===== config.mk =====
export PLATFORM = sky130hd
export DESIGN_NAME = sclt_timer
export DESIGN_NICKNAME = d
export VERILOG_FILES = /design/src/rtl/sclt_pkg.sv /design/src/rtl/sclt_dp.sv /design/src/rtl/sclt_ctrl.sv /design/src/rtl/sclt_timer.sv
export SDC_FILE = /design/constraint.sdc
export NUM_CORES = 1
export LEC_CHECK = 0
export ABC_AREA = 1
export BUFFER_PORTS_ARGS = -buffer_cell sky130_fd_sc_hd__buf_2
export CAP_MARGIN = 20
export CORE_MARGIN = 3
export CORE_UTILIZATION = 30
export DETAILED_ROUTE_END_ITERATION = 10
export PLACE_DENSITY_LB_ADDON = 0.12
export SYNTH_ARGS = -nofsm -noshare
export SYNTH_HDL_FRONTEND = slang
export SYNTH_SLANG_ARGS = --single-unit

===== constraint.sdc =====
create_clock -name clk -period 1.5 [get_ports clk]
set_clock_uncertainty 0.05 [all_clocks]
set_input_delay 0 -clock clk [delete_from_list [all_inputs] [get_ports clk]]
set_output_delay 0 -clock clk [all_outputs]
set_load 0.05 [all_outputs]

===== src/rtl/sclt_pkg.sv =====
package sclt_pkg;
  // strobes from control to datapath
  typedef struct packed {
    logic stop;   // hold count at zero
    logic load;   // reload with start value
    logic inc;    // advance one machine cycle
  } sclt_cmd_t;
endpackage


===== src/rtl/sclt_dp.sv =====
module sclt_dp
  import sclt_pkg::*;
#(
  parameter int CNT_W    = 10,
  parameter int MIN_MARK = 8,
  parameter int CYC_BASE = 1,
  parameter int CYC_STEP = 3
) (
  input  logic       clk,
  input  logic       rstN,
  input  sclt_cmd_t  cmd,
  input  logic [1:0] tSel,
  output logic       atTop,
  output logic       preMark
);
  // one extra sign bit so start values below zero are legal
  localparam int DW = CNT_W + 1;
  localparam logic [DW-1:0] TOP_VAL  = {1'b0, {CNT_W{1'b1}}};
  localparam logic [DW-1:0] MARK_M1  = DW'(MIN_MARK - 1);

  logic [DW-1:0] cnt;
  logic [DW-1:0] loadVal;

  always_comb begin
    loadVal = DW'(MIN_MARK - CYC_BASE - CYC_STEP * int'(tSel));
  end

  assign atTop   = (cnt == TOP_VAL);
  assign preMark = (cnt == MARK_M1);

  always_ff @(posedge clk) begin
    if (!rstN)         cnt <= '0;
    else if (cmd.stop) cnt <= '0;
    else if (cmd.load) cnt <= loadVal;
    else if (cmd.inc)  cnt <= atTop ? '0 : cnt + 1'b1;
  end
endmodule


===== src/rtl/sclt_ctrl.sv =====
module sclt_ctrl
  import sclt_pkg::*;
#(
  parameter int PRE_DIV = 6
) (
  input  logic      clk,
  input  logic      rstN,
  input  logic      sclEdge,
  input  logic      runEn,
  input  logic      ovfClr,
  input  logic      atTop,
  input  logic      preMark,
  output sclt_cmd_t cmd,
  output logic      minDone,
  output logic      ovfFlag,
  output logic      toPulse
);
  localparam int PW = (PRE_DIV > 1) ? $clog2(PRE_DIV) : 1;
  localparam logic [PW-1:0] PRE_LAST = PW'(PRE_DIV - 1);

  logic [PW-1:0] presc;
  logic          tick;
  logic          wrap;

  assign tick = (presc == PRE_LAST);

  always_comb begin
    cmd.stop = !runEn;
    cmd.load = runEn && sclEdge;
    cmd.inc  = runEn && !sclEdge && tick;
  end

  assign wrap = cmd.inc && atTop;

  // machine-cycle prescaler, restarted on each edge and while stopped
  always_ff @(posedge clk) begin
    if (!rstN)                     presc <= '0;
    else if (cmd.stop || cmd.load) presc <= '0;
    else                           presc <= tick ? '0 : presc + 1'b1;
  end

  always_ff @(posedge clk) begin
    if (!rstN) begin
      minDone <= 1'b0;
      ovfFlag <= 1'b0;
      toPulse <= 1'b0;
    end else begin
      if (cmd.stop || cmd.load)   minDone <= 1'b0;
      else if (cmd.inc && preMark) minDone <= 1'b1;
      // a wrap wins over a clear in the same cycle
      if (wrap)        ovfFlag <= 1'b1;
      else if (ovfClr) ovfFlag <= 1'b0;
      toPulse <= wrap;
    end
  end
endmodule


===== src/rtl/sclt_timer.sv =====
module sclt_timer
  import sclt_pkg::*;
#(
  parameter int CNT_W    = 10,
  parameter int MIN_MARK = 8,
  parameter int CYC_BASE = 1,
  parameter int CYC_STEP = 3,
  parameter int PRE_DIV  = 6
) (
  input  logic       clk,
  input  logic       rstN,
  input  logic       sclEdge,
  input  logic [1:0] tSel,
  input  logic       runEn,
  input  logic       ovfClr,
  output logic       minDone,
  output logic       ovfFlag,
  output logic       toPulse
);
  sclt_cmd_t cmd;
  logic      atTop;
  logic      preMark;

  sclt_ctrl #(.PRE_DIV(PRE_DIV)) u_ctrl (
    .clk(clk), .rstN(rstN), .sclEdge(sclEdge), .runEn(runEn),
    .ovfClr(ovfClr), .atTop(atTop), .preMark(preMark), .cmd(cmd),
    .minDone(minDone), .ovfFlag(ovfFlag), .toPulse(toPulse)
  );

  sclt_dp #(
    .CNT_W(CNT_W), .MIN_MARK(MIN_MARK),
    .CYC_BASE(CYC_BASE), .CYC_STEP(CYC_STEP)
  ) u_dp (
    .clk(clk), .rstN(rstN), .cmd(cmd), .tSel(tSel),
    .atTop(atTop), .preMark(preMark)
  );
endmodule


==> key figures <==
Die
  – Die span in y: ~64 µm
  – Core area: 3150 µm²
  – Die area: 4130 µm²
  – Cell row count: 20
  – IO Count: 10
  – Initial Util: about a third
  – Die width: between 60 and 70 µm

Timing
  – RSZ-0062 raised after global routing: false
  – Sum Neg Setup Slack: 0 ps
  – Final worst path period share: between 90% and 100%
  – Hold_ws: 93.5 ps
  – Endpoints failing setup: 0
  – Tmin final: between 1000 and 1500 ps
  – Max Freq: 0.724 GHz
  – Slew @ Worst Pin: about 310 ps
  – Slew Viols, Final: 0
  – Hold Vio Cnt, Final: 0
  – Worst relative slew slack: around four fifths

Detailed routing
  – Routed WL: around 2500 µm
  – Router iterations before antenna repair: 4
  – DR DRC count: 0
  – Metal3 WL: roughly 120 µm
  – Vias per inst: 4.65
  – Total number of vias: slightly below 1000
  – Met1 Wirelength: 1210 µm
  – Wire length on met2: between 1000 and 1500 µm
  – DRT antenna net count: 0
  – Starting DRC count in detailed routing: 63
  – Drt wl/cell: roughly 12 µm
  – Top routing layer in use: met4

Worst setup path
  – Crit path launch type: register
  – Crit Path Category: reg2reg
  – Critical Path Max Stage Delay: 380 ps
  – Crit Path Max Fanout: 5
  – Critical path's slowest cell: dfxtp_1
  – Reg2reg setup slack: ~120 ps
  – Crit. End Element: register
  – Crit-path cells: ha_2, nand4_4, nand2_4, nand2_2, inv_2, nand3_1, nand2_1, nor2_2
  – Crit path required time: 1660 ps
  – Setup crit start: u_ctrl.presc[0]
  – R2R depth: 8
  – Crit-path leading delay family: simple AND/OR/NAND/NOR gates
  – Critical path depth: 8
  – R2r endpoint: u_dp.cnt[9]
  – Reg2reg start: u_ctrl.presc[0]
  – Critical Path AT: between 1500 and 2000 ps
  – Critical path buffers and inverters: 1
  – Critical path endpoint: u_dp.cnt[9]

Pwr
  – Static leakage: around 0.52 nW
  – Max VDD drop: ~0.00044 V
  – PD cells: 664 nW/µm²

Yosys
  – Leading area contributor after synthesis: dfxtp_1
  – Synth area leaders: dfxtp_1 (33%), nand2_1 (16%), nand3_1 (6.9%)
  – Post-synthesis compound-gate area fraction: 10.7%
  – Most frequent cell after synthesis: nand2_1
  – Synth Cell Area: between 1000 and 1500 µm²
  – Sequential-to-total area share from yosys stat: roughly 33%
  – Syn nets: 160
  – Ys async rst share: 0%
  – Syn. warnings: 0
  – Yosys reg bits: 17
  – Synth Area in Simple Gates: 41.8%
  – Avg Inst Size Synth: 6.89 µm²
  – Synth Area in XOR/XNOR: less than 1%
  – Mux share of post-synthesis cell area: 0%
  – Synth top cells by count: nand2_1 (43), dfxtp_1 (17), inv_1 (17)
  – Top cell type's share of synthesized area: 33.4%
  – Cell count after synthesis: approximately 150
  – Post-synth EDFFs: 0
  – Top FF cell, synth: dfxtp_1
  – Largest family of logic cells by synthesized area: simple AND/OR/NAND/NOR gates
  – Unique masters post-synth: 28
  – Adder-Cell Fraction of Synth Area: roughly 6%

Global route
  – Initial antenna violation count: 0
  – Vias in the first global route: approximately 970
  – Global-route wire length before repair: about 4400 µm
  – Largest net degree at the start of global routing: 11
  – Remaining Overflow, GRT: 0
  – Gr usage total: 13.7%

Cells and area
  – Share of cells above drive strength 1: between 20% and 30%
  – # nets final: roughly 180
  – Antenna cells: 0
  – Area Growth Syn to Fin: 20.6%
  – FILL cells: ~360
  – Post-route core utilization: roughly 40%

Clock network
  – CTS tree: done
  – CTS buffer count: 3
  – Clock Latency Late Sink: ~300 ps
  – Clk sinks: 17
  – Root Driver: clkbuf_4
  – H-tree depth: 1
  – Reg clk slew, reported paths: 110 ps
  – Max Buffers Root-to-Sink: 2

Worst hold path
  – Tightest Hold Check Type: in2reg

Flow run
  – Max-cap viol count: 0

Place
  – Port bufs: 9
  – GPL Wtd Cong: roughly 0.9
  – HPWL after DPL: approximately 2000 µm

Run status
  – Status: completed
## worst min path at each step
stage	endpoint	cells past startpoint	startpoint	slack (ps)
2_1_floorplan	u_ctrl.ovfFlag	1	ovfClr	60
3_3_place_gp	u_ctrl.ovfFlag	2	ovfClr	150
3_5_place_dp	u_ctrl.ovfFlag	2	ovfClr	160
4_1_cts	u_dp.cnt[6]	4	runEn	90
5_1_grt	u_dp.cnt[1]	4	tSel[1]	130
6_report	u_dp.cnt[1]	4	tSel[1]	90
## registers in the layout (all words and copies together), names as in the netlist
register	flops
u_ctrl.minDone	1
u_ctrl.ovfFlag	1
u_ctrl.presc	3
u_ctrl.toPulse	1
u_dp.cnt	11
## final cells by class
| type | instances | area (µm²) | area share [%] |
|---|---|---|---|
| Sequential cell | 17 | 342 | 27.8 |
| Timing Repair Buffer | 16 | 108 | 8.75 |
| Multi-Input combinational cell | 113 | 627 | 51.0 |
| Inverter | 19 | 72.6 | 5.90 |
| Tap cell | 44 | 55.1 | 4.48 |
| Clock buffer | 4 | 26.3 | 2.14 |
## report_power, final
group	leakage, nW	internal [W]	switching, W
clock	0.0150	0.000104	0.000151
combinational	0.367	0.0000390	0.0000604
sequential	0.138	0.000457	0.00000567
total	0.520	0.000600	0.000217
## layer usage
metal | vias up | global-route usage [%]
met5 | - | 0
met4 | 0 | 2.37
met3 | 2 | 3.69
met2 | 19 | 22.4
met1 | 450 | 18.1
li1 | 519 | -
## cell usage in the layout (no fill, tap or decap), types with 2 or more instances in the layout
cell,Yosys,final
a21oi_1,6,6
a21oi_2,2,2
a31oi_1,2,2
buf_2,0,9
buf_4,0,3
clkbuf_4,0,3
dfxtp_1,17,16
dlygate4sd3_1,0,4
ha_1,5,4
inv_1,17,16
inv_2,1,2
nand2_1,43,42
nand2_2,4,6
nand2_4,3,3
nand3_1,14,14
nor2_1,14,14
nor2_2,3,3
nor4_1,2,2
o21ai_0,2,2
## metrics by stage
stage / total power (W) / std cells / area, µm² / setup WS (ps)
final: 0.000817 / 213 / 1230 / 118
after global routing: 0.000880 / 213 / 1230 / 7.61
after CTS: 0.000826 / 211 / 1200 / 80.5
after detailed placement: 0.000558 / 203 / 1130 / 101
after global placement: 0.000559 / 203 / 1130 / 118
after floorplan: 0.000528 / 148 / 1020 / 235
## logic make-up (layout without fill, tap and decap cells)
| group | after synthesis | after routing |
|---|---|---|
| flip-flops | 17 | 17 |
| buffers and inverters | 19 | 39 |
| AND/OR/NAND/NOR | 89 | 90 |
| AO/OA/AOI/OAI | 17 | 17 |
| adder cells (fa/ha/maj) | 5 | 5 |
| XOR/XNOR | 1 | 1 |
## worst register-to-register path, cell delays in order (launching register included)
cell and delay, ps:
dfxtp_1 380, ha_2 220, nand4_4 140, nand2_4 130
nand2_2 70, inv_2 110, nand3_1 90, nand2_1 80
nor2_2 30
## timing repair
item / 4_1_cts / 5_1_grt
hold buffers: 4 / 0
hold endpoints to repair: 4 / 0
setup endpoints to repair: 0 / 7
resized for setup: 0 / 5
buffers inserted: 0 / 1
(Power assumes the default switching activity.)
